===== config.mk =====
export PLATFORM = sky130hd
export DESIGN_NAME = vcf_flush_seq
export DESIGN_NICKNAME = d
export VERILOG_FILES = /design/src/rtl/vcf_pkg.sv /design/src/rtl/vcf_cmd_decode.sv /design/src/rtl/vcf_line_walker.sv /design/src/rtl/vcf_line_match.sv /design/src/rtl/vcf_flush_seq.sv
export SDC_FILE = /design/constraint.sdc
export NUM_CORES = 1
export LEC_CHECK = 0
export BUFFER_PORTS_ARGS = -buffer_cell sky130_fd_sc_hd__buf_4
export CAP_MARGIN = 30
export CORE_ASPECT_RATIO = 1.1
export CORE_MARGIN = 2
export CORE_UTILIZATION = 48
export DETAILED_ROUTE_END_ITERATION = 8
export PLACE_DENSITY = 0.86
export REMOVE_ABC_BUFFERS = 1
export SLEW_MARGIN = 0
export SYNTH_ARGS = -nofsm -noshare
export SYNTH_HDL_FRONTEND = slang
export SYNTH_SLANG_ARGS = --single-unit

===== constraint.sdc =====
create_clock -name clk -period 2.3 [get_ports clk]
set_input_delay 0.23 -clock clk [delete_from_list [all_inputs] [get_ports clk]]
set_output_delay 0.23 -clock clk [all_outputs]
set_load 0.03 [all_outputs]

===== src/rtl/vcf_pkg.sv =====
package vcf_pkg;

  localparam int CODE_W    = 4;
  localparam int VALID_POS = 19;
  localparam int SUPER_POS = 20;
  localparam int CTX_POS   = 22;

  localparam logic [CODE_W-1:0] CODE_SWEEP_SEG  = 4'd5;
  localparam logic [CODE_W-1:0] CODE_SWEEP_PAGE = 4'd6;
  localparam logic [CODE_W-1:0] CODE_SWEEP_CTX  = 4'd7;
  localparam logic [CODE_W-1:0] CODE_LINE_SEG   = 4'd12;
  localparam logic [CODE_W-1:0] CODE_LINE_PAGE  = 4'd13;
  localparam logic [CODE_W-1:0] CODE_LINE_CTX   = 4'd14;
  localparam logic [CODE_W-1:0] CODE_SWEEP_ALL  = 4'd15;

  typedef enum logic [2:0] {
    FK_NONE,
    FK_SEG,
    FK_PAGE,
    FK_CTX,
    FK_ALL
  } fkind_e;

  typedef enum logic [1:0] {
    ST_IDLE,
    ST_READ,
    ST_WRITE
  } seq_state_e;

endpackage


===== src/rtl/vcf_cmd_decode.sv =====
module vcf_cmd_decode
  import vcf_pkg::*;
(
  input  logic [CODE_W-1:0] code,
  output fkind_e            kind,
  output logic              sweep
);

  always_comb begin
    kind  = FK_NONE;
    sweep = 1'b0;
    unique case (code)
      CODE_SWEEP_SEG:  begin kind = FK_SEG;  sweep = 1'b1; end
      CODE_SWEEP_PAGE: begin kind = FK_PAGE; sweep = 1'b1; end
      CODE_SWEEP_CTX:  begin kind = FK_CTX;  sweep = 1'b1; end
      CODE_LINE_SEG:   kind = FK_SEG;
      CODE_LINE_PAGE:  kind = FK_PAGE;
      CODE_LINE_CTX:   kind = FK_CTX;
      CODE_SWEEP_ALL:  begin kind = FK_ALL;  sweep = 1'b1; end
      default:         kind = FK_NONE;
    endcase
  end

endmodule


===== src/rtl/vcf_line_walker.sv =====
module vcf_line_walker #(
  parameter int ADDR_W     = 30,
  parameter int LINE_SHIFT = 3,
  parameter int ITER_W     = 7
) (
  input  logic              clk,
  input  logic              rst_n,
  input  logic              load,
  input  logic              sweep_in,
  input  logic [ADDR_W-1:0] base_in,
  input  logic              step,
  output logic [ADDR_W-1:0] va,
  output logic              last
);

  logic [ADDR_W-1:0] base_q, base_d;
  logic [ITER_W-1:0] iter_q, iter_d;
  logic              sweep_q, sweep_d;
  logic              walk_en;

  assign walk_en = load | step;

  always_comb begin
    base_d  = base_q;
    sweep_d = sweep_q;
    iter_d  = iter_q;
    if (load) begin
      base_d  = base_in;
      sweep_d = sweep_in;
      iter_d  = '0;
    end else if (step) begin
      iter_d  = iter_q + 1'b1;
    end
  end

  always_ff @(posedge clk or negedge rst_n) begin
    if (!rst_n) begin
      base_q  <= '0;
      sweep_q <= 1'b0;
      iter_q  <= '0;
    end else if (walk_en) begin
      base_q  <= base_d;
      sweep_q <= sweep_d;
      iter_q  <= iter_d;
    end
  end

  // Sweep addresses are formed by OR, so base bits inside the window persist.
  assign va   = sweep_q ? (base_q | (ADDR_W'(iter_q) << LINE_SHIFT)) : base_q;
  assign last = !sweep_q || (&iter_q);

endmodule


===== src/rtl/vcf_line_match.sv =====
module vcf_line_match
  import vcf_pkg::*;
#(
  parameter int CTX_W = 3
) (
  input  fkind_e           kind,
  input  logic             t_valid,
  input  logic             t_super,
  input  logic [CTX_W-1:0] t_ctx,
  input  logic [13:0]      t_id,
  input  logic [CTX_W-1:0] ctx,
  input  logic [13:0]      va_id,
  output logic             hit
);

  logic ctx_same;
  logic page_id_ok;
  logic seg_id_ok;
  logic ctx_id_ok;

  assign ctx_same   = (t_ctx == ctx);
  assign page_id_ok = (t_id == va_id);
  assign seg_id_ok  = (t_id[13:2] == va_id[13:2]);
  assign ctx_id_ok  = (t_id[11:0] == va_id[11:0]);

  always_comb begin
    unique case (kind)
      FK_SEG:  hit = t_valid && ctx_same && seg_id_ok;
      FK_PAGE: hit = t_valid && ctx_same && page_id_ok;
      FK_CTX:  hit = t_valid && ctx_same && !t_super && ctx_id_ok;
      FK_ALL:  hit = 1'b1;
      default: hit = 1'b0;
    endcase
  end

endmodule


===== src/rtl/vcf_flush_seq.sv =====
module vcf_flush_seq
  import vcf_pkg::*;
#(
  parameter int LINE_BYTES    = 32,
  parameter int ADDR_W        = 30,
  parameter int TAG_W         = 32,
  parameter int CTX_W         = 3,
  parameter int CACHE_WORD_W  = 14,
  parameter int WINDOW_WORD_W = 10,
  localparam int LINE_SHIFT   = $clog2(LINE_BYTES / 4),
  localparam int IDX_W        = CACHE_WORD_W - LINE_SHIFT,
  localparam int ITER_W       = WINDOW_WORD_W - LINE_SHIFT
) (
  input  logic              clk,
  input  logic              rst_n,
  input  logic              cmd_valid,
  output logic              cmd_ready,
  input  logic [3:0]        cmd_code,
  input  logic [ADDR_W-1:0] cmd_addr,
  input  logic [CTX_W-1:0]  cur_ctx,
  output logic              busy,
  output logic              done,
  output logic              tag_rd_en,
  output logic [IDX_W-1:0]  tag_rd_idx,
  input  logic [TAG_W-1:0]  tag_rd_data,
  output logic              tag_wr_en,
  output logic [IDX_W-1:0]  tag_wr_idx,
  output logic [TAG_W-1:0]  tag_wr_data
);

  localparam logic [TAG_W-1:0] VALID_MASK = TAG_W'(1) << VALID_POS;

  seq_state_e        state_q, state_d;
  fkind_e            kind_q, kind_d, dec_kind;
  logic [CTX_W-1:0]  ctx_q, ctx_d;
  logic              dec_sweep;
  logic              accept;
  logic              step;
  logic              last;
  logic              hit;
  logic [ADDR_W-1:0] va;
  logic              unused_va_bits;

  assign accept = cmd_valid && (state_q == ST_IDLE);
  assign step   = (state_q == ST_WRITE) && !last;

  vcf_cmd_decode u_dec (
    .code  (cmd_code),
    .kind  (dec_kind),
    .sweep (dec_sweep)
  );

  vcf_line_walker #(
    .ADDR_W     (ADDR_W),
    .LINE_SHIFT (LINE_SHIFT),
    .ITER_W     (ITER_W)
  ) u_walk (
    .clk      (clk),
    .rst_n    (rst_n),
    .load     (accept),
    .sweep_in (dec_sweep),
    .base_in  (cmd_addr),
    .step     (step),
    .va       (va),
    .last     (last)
  );

  vcf_line_match #(
    .CTX_W (CTX_W)
  ) u_match (
    .kind    (kind_q),
    .t_valid (tag_rd_data[VALID_POS]),
    .t_super (tag_rd_data[SUPER_POS]),
    .t_ctx   (tag_rd_data[CTX_POS +: CTX_W]),
    .t_id    (tag_rd_data[15:2]),
    .ctx     (ctx_q),
    .va_id   (va[27:14]),
    .hit     (hit)
  );

  assign unused_va_bits = ^{va[ADDR_W-1:28], va[LINE_SHIFT-1:0]};

  // Next state
  always_comb begin
    state_d = state_q;
    kind_d  = kind_q;
    ctx_d   = ctx_q;
    unique case (state_q)
      ST_IDLE: begin
        if (accept) begin
          state_d = ST_READ;
          kind_d  = dec_kind;
          ctx_d   = cur_ctx;
        end
      end
      ST_READ:  state_d = ST_WRITE;
      ST_WRITE: state_d = last ? ST_IDLE : ST_READ;
      default:  state_d = ST_IDLE;
    endcase
  end

  // Registers
  always_ff @(posedge clk or negedge rst_n) begin
    if (!rst_n) begin
      state_q <= ST_IDLE;
      kind_q  <= FK_NONE;
      ctx_q   <= '0;
    end else begin
      state_q <= state_d;
      if (accept) begin
        kind_q <= kind_d;
        ctx_q  <= ctx_d;
      end
    end
  end

  assign cmd_ready   = (state_q == ST_IDLE);
  assign busy        = (state_q != ST_IDLE);
  assign tag_rd_en   = (state_q == ST_READ);
  assign tag_rd_idx  = va[LINE_SHIFT +: IDX_W];
  assign tag_wr_en   = (state_q == ST_WRITE) && hit;
  assign tag_wr_idx  = va[LINE_SHIFT +: IDX_W];
  assign tag_wr_data = tag_rd_data & ~VALID_MASK;
  assign done        = (state_q == ST_WRITE) && last;

endmodule


== Yosys cells after proc, flatten, opt, wreduce, memory -nomap -nowiden ==
Cells that the tools add are included.

* Add/sub/neg operators: 1
* Equality and inequality tests: 18
* Muxes and demuxes: 9
* Bitwise gates (word level): 2
* Reduce and logical (&&, ||, !) cells: 24

{| class="wikitable"
|+ Operators by type and width
! operator !! count
|-
| two-way mux 28 bit || 1
|-
| OR 28 x 10 -> 28 bit || 1
|-
| == test 12 bit || 2
|-
| == test 4 bit (second input constant) || 4
|-
| == test 14 bit || 1
|-
| two-way mux 7 bit || 2
|-
| == test 4 x 3 -> 1 bit (second input constant) || 3
|-
| one-hot mux 3 bit (4 select lines) || 1
|-
| logical AND 1 bit || 9
|-
| adder 7 x 1 -> 7 bit (second input constant) || 1
|-
| AND reduction 7 bit || 1
|-
| == test 3 x 2 -> 1 bit (second input constant) || 2
|-
| one-hot mux 2 bit (3 select lines) || 1
|-
| AND reduction 2 bit || 3
|-
| OR reduction 2 bit || 3
|-
| one-hot mux 1 bit (4 select lines) || 1
|-
| nonzero test 2 bit || 2
|-
| OR reduction 4 bit || 1
|-
| == test 3 x 1 -> 1 bit (second input constant) || 1
|-
| == test 3 bit || 1
|-
| == test 3 bit (second input constant) || 1
|-
| logical NOT 1 bit || 3
|-
| == test 2 x 1 -> 1 bit (second input constant) || 1
|-
| == test 2 bit (second input constant) || 1
|-
| other kinds (6) || 7
|}

* Flip-flop bits (word level): 44
* Bits of input ports: 72
* Logic and storage cells: 60

== Logic depth before layout (Yosys ltp) ==
* Depth after elaboration: 6
* Gate-level depth with buffers: 6
* Depth with buffers taken out: 5

== Cells and area by module ==
From an unflattened synthesis, not the netlist that was laid out.

* Cells, all modules: 237
* Area total of the unflattened synthesis: 2681.3 um^2

{| class="wikitable"
|+ Modules (own cells, without submodules)
! module !! instances !! cells an instance !! area an instance (um^2)
|-
| vcf_line_walker || 1 || 128 || 1711.6
|-
| vcf_flush_seq || 1 || 69 || 679.4
|-
| vcf_line_match || 1 || 31 || 231.5
|-
| vcf_cmd_decode || 1 || 9 || 58.8
|}

== Worst setup path after synthesis ==
OpenSTA, ideal clock, no wires.

* Path type: reg2out
* Start point: register u_walk.base_q[19]
* End point: output port tag_wr_en
* Arrival: 1.828 ns
* Required time: 2.070 ns
* Setup slack: 0.242 ns
* Cell stages (with the launch flop): 5
* Path buffers: 0
* Path through: dfrtp_1 -> xor2_1 -> or4b_1 -> nor4_1 -> a2bb2oi_1

* Word-level cells in the longest chain between the ends: 6

{| class="wikitable"
|+ Ends and longest elaborated chain
! element !! line !! RTL
|-
| from (decl) || vcf_line_walker.sv:16 || <nowiki>logic [ADDR_W-1:0] base_q, base_d;</nowiki>
|-
| from (signal assigned) || vcf_line_walker.sv:42 || <nowiki>base_q <= base_d;</nowiki>
|-
| OR 28 x 10 -> 28 bit || vcf_line_walker.sv:49 || <nowiki>assign va = sweep_q ? (base_q | (ADDR_W'(iter_q) << LINE_SHIFT)) : base_q;</nowiki>
|-
| two-way mux 28 bit (*) || vcf_line_walker.sv:49 ||
|-
| == test 14 bit, or another cell as far along || vcf_line_match.sv:22 || <nowiki>assign page_id_ok = (t_id == va_id);</nowiki>
|-
| logical AND 1 bit, on equally long branches || vcf_line_match.sv:29, vcf_line_match.sv:28, vcf_line_match.sv:30 ||
|-
| one-hot mux 1 bit (4 select lines) (*) || vcf_line_match.sv:27 || <nowiki>unique case (kind)</nowiki>
|-
| logical AND 1 bit (*) || vcf_flush_seq.sv:121 || <nowiki>assign tag_wr_en = (state_q == ST_WRITE) && hit;</nowiki>
|-
| to (decl) || vcf_flush_seq.sv:26 || <nowiki>output logic tag_wr_en,</nowiki>
|}

Every way passes the cells marked *; elsewhere a longest branch is shown, timed or not.

== Final worst setup path ==
Same ends and word-level chain as after synthesis.

==> key figures <==
Worst setup path
  – R2r startpoint: u_walk.iter_q[0]
  – Worst-path cell chain: xor2_1, or4b_4, nor4_4, a2bb2oi_2, buf_6
  – Crit path buffers/inverters: 1
  – Worst reg2reg setup slack: 0.75 ns
  – Critical path type: reg2out
  – Crit-path max FO: 2
  – WP data required: 2.07 ns
  – CP Launch Type: flip-flop
  – Crit. End Element: primary output
  – Worst path arrival time: 1.99 ns
  – Crit-path slowest cell: or4b_4
  – Worst Reg2Reg Path Length in Cells: 5
  – Crit path max-delay family: simple AND/OR/NAND/NOR gates
  – RR Endpoint: u_walk.iter_q[5]
  – Critical path's largest stage delay: 0.54 ns

STA
  – Worst slew pin tran: 0.513 ns
  – Slew Limit Fails: 0
  – Final hold violations: 0
  – Setup TNS: 0 ns
  – Clock Skews: 0.0118 ns
  – Tcrit/Tclk final: 96.7%
  – Final min period: 2.22 ns
  – RSZ-0062 raised after global routing: false
  – Final worst slack: 0.0754 ns
  – Fmax: 450 MHz
  – Relative slew margins: 65.8%
  – Endpoints failing setup: 0

Floorplan
  – Number of I/O pins: 131
  – Row count: 26
  – Core Area: 4680 um2
  – Die width: 70.9 um
  – Die span in y: 77.6 um
  – Starting Density: 50.4%
  – Die area: 5500 um2

Yosys
  – Post-Synthesis Cell Area: 2360 um2
  – Post-Syn Area per Cell: 8.50 um2
  – Post-synthesis simple-gate area fraction: 25.3%
  – Synth Area in XOR/XNOR: 7.79%
  – Post-synth top area share: 43.4%
  – Synth cell types: 35
  – Yosys top cell by area: dfrtp_1
  – Register area share after synthesis: 43.4%
  – Synth Area in Compound Gates: 5.83%
  – Synth Area in Adders: 0.530%
  – Multiplexer area fraction after synthesis: 0%
  – Combinational family with the most area after synthesis: simple AND/OR/NAND/NOR gates
  – YS warnings: 0
  – Cells after Synth: 278
  – Flops & latches, synth: 41
  – Synth top area cells: dfrtp_1 43%, nand2_1 15%, buf_4 15%

GRT
  – Grt ovf: 0
  – First-pass GRT wire length: 8870 um
  – Initial antenna violation count: 0
  – Via count of the first global-routing pass: 1954
  – GRT Util Overall: 20.5%
  – Largest net degree at the start of global routing: 42

Pwr
  – Pwr Density: 1270 nW/um2
  – Maximum vdd drop: 0.937 mV
  – Leak Pwr: 1.60 nW
  – Total power: 3.78 mW

Layout
  – Net count, final: 405
  – Multi-input gate area: 961 um2
  – Final Util: 63.6%
  – Fraction of layout cells with a size suffix above 1: 34.8%
  – FF+latch area: 1030 um2
  – Fill cells: 431
  – Commonest cells after routing, fill and taps aside: 100 x buf_4, 97 x nand2_1, 41 x dfrtp_1
  – N_diodes: 0
  – Area grow syn2layout: 26.1%
  – Most common cell after layout, fill and taps aside: buf_4

Hold path
  – Hold Path Stages: 3
  – Hold_sp: cmd_addr[15]
  – Hold Crit Class: in2reg
  – Worst Hold Path EP: u_walk.base_q[15]

Clock network
  – Total CTS buffers: 5
  – Clk_lat worst skew: 0.30 ns
  – Htree depth: 2
  – Max clock buf depth: 2
  – Clock-pin slew on the worst setup and hold paths: 0.09 ns
  – Clock root cell: clkbuf_8
  – TritonCTS clock tree: built
  – Clk sinks: 41

Drt
  – DR vias: 1971
  – Avg WL per Cell: 14.2 um
  – Initial DRT Pass Iterations: 4
  – Overall routed net length: 5510 um
  – Vias per cell: 5.07
  – Drc violations: 0
  – Initial DRC count: 116
  – Final ANT Viol Nets: 0

Placed design
  – GPL Wtd Cong: 0.836
  – Dpl ws: 0.322 ns
  – Post-DP HPWL: 3980 um
  – Port bufs: 98

Job
  – Total of max-cap violations: 0

Status
  – Outcome: completed
## worst reg2reg max path: stages, from the launching register on
cell and delay (ns):
dfrtp_1 0.44, ha_1 0.26, and4_1 0.22, a311oi_1 0.32
xnor2_1 0.15, nor2_1 0.05
## cells by family (layout without fill, tap and decap cells)
logic type                 Yosys count  after routing
buffers and inverters               59            114
DFF                                 41             41
AOI/OAI and AO/OA                   21             21
xor gates and xnor gates            21             21
other                                1              1
and+or+nand+nor                    134            134
adders and majority gates            1              1
## through the flow
stage | hold WS, ns | std cells | cell area (um2)
3_3_place_gp | 0.239 | 379 | 2800
3_5_place_dp | 0.242 | 379 | 2800
4_1_cts | 0.114 | 388 | 2950
2_1_floorplan | -0.0656 | 223 | 1980
6_report | 0.118 | 389 | 2980
5_1_grt | 0.119 | 389 | 2980
## synthesized netlist by cell type (all sizes together)
cell,count
nand2,97
buf,49
dfrtp,41
xnor2,16
nor2,7
a21o,6
clkbuf,6
nand3,6
nand4,6
o21ai,6
xor2,5
inv,4
and3,3
nor3,3
a21oi,2
a31oi,2
and2b,2
nand2b,2
o211ai,2
a2bb2oi,1
a311oi,1
and2,1
and3b,1
and4,1
and4b,1
conb,1
ha,1
nand4b,1
nor4,1
nor4b,1
o31ai,1
or4b,1
## area by class of cell
class	count	area share, %
Sequential cell	41	34.5
Tap cell	56	2.35
Timing Repair Buffer	102	25.9
Multi-Input combinational cell	178	32.3
Clock buffer	5	2.31
Inverter	4	0.504
Clock inverter	3	2.18
## where the power goes
| group | total, mW | internal (mW) | switching, mW |
|---|---|---|---|
| Sequential | 1.25 | 1.01 | 0.242 |
| Clock | 0.683 | 0.431 | 0.252 |
| Combinational | 1.84 | 0.725 | 1.12 |
## worst max-delay path by stage
stage / start / end / cells after the start
after floorplan: u_walk.base_q[19] / tag_wr_en / 4
after global placement: state_q[0] / tag_wr_en / 5
after detailed placement: state_q[0] / tag_wr_en / 5
after CTS: state_q[0] / tag_wr_en / 5
after global routing: u_walk.base_q[19] / tag_wr_en / 5
final: u_walk.base_q[19] / tag_wr_en / 5
## flip-flops by register name (all words and copies together) (netlist names)
| signal | flops |
|---|---|
| u_walk.base_q | 25 |
| u_walk.iter_q | 7 |
| ctx_q | 3 |
| kind_q | 3 |
| state_q | 2 |
| u_walk.sweep_q | 1 |
## what timing repair did
item,4_1_cts,5_1_grt
hold buffers,1,0
setup buffers,0,1
endpoints found under the setup margin,1,1
pin swaps,1,1
endpoints found under the hold margin,41,0
resized for setup,1,4
## per-layer routing
layer  global-route usage (%)  share of wire (%)
met1                     22.7                 38
met2                     34.7                 51
met3                     8.31                8.8
met4                     7.17                1.3
met5                     7.07               0.78
(Power assumes the default switching activity.)
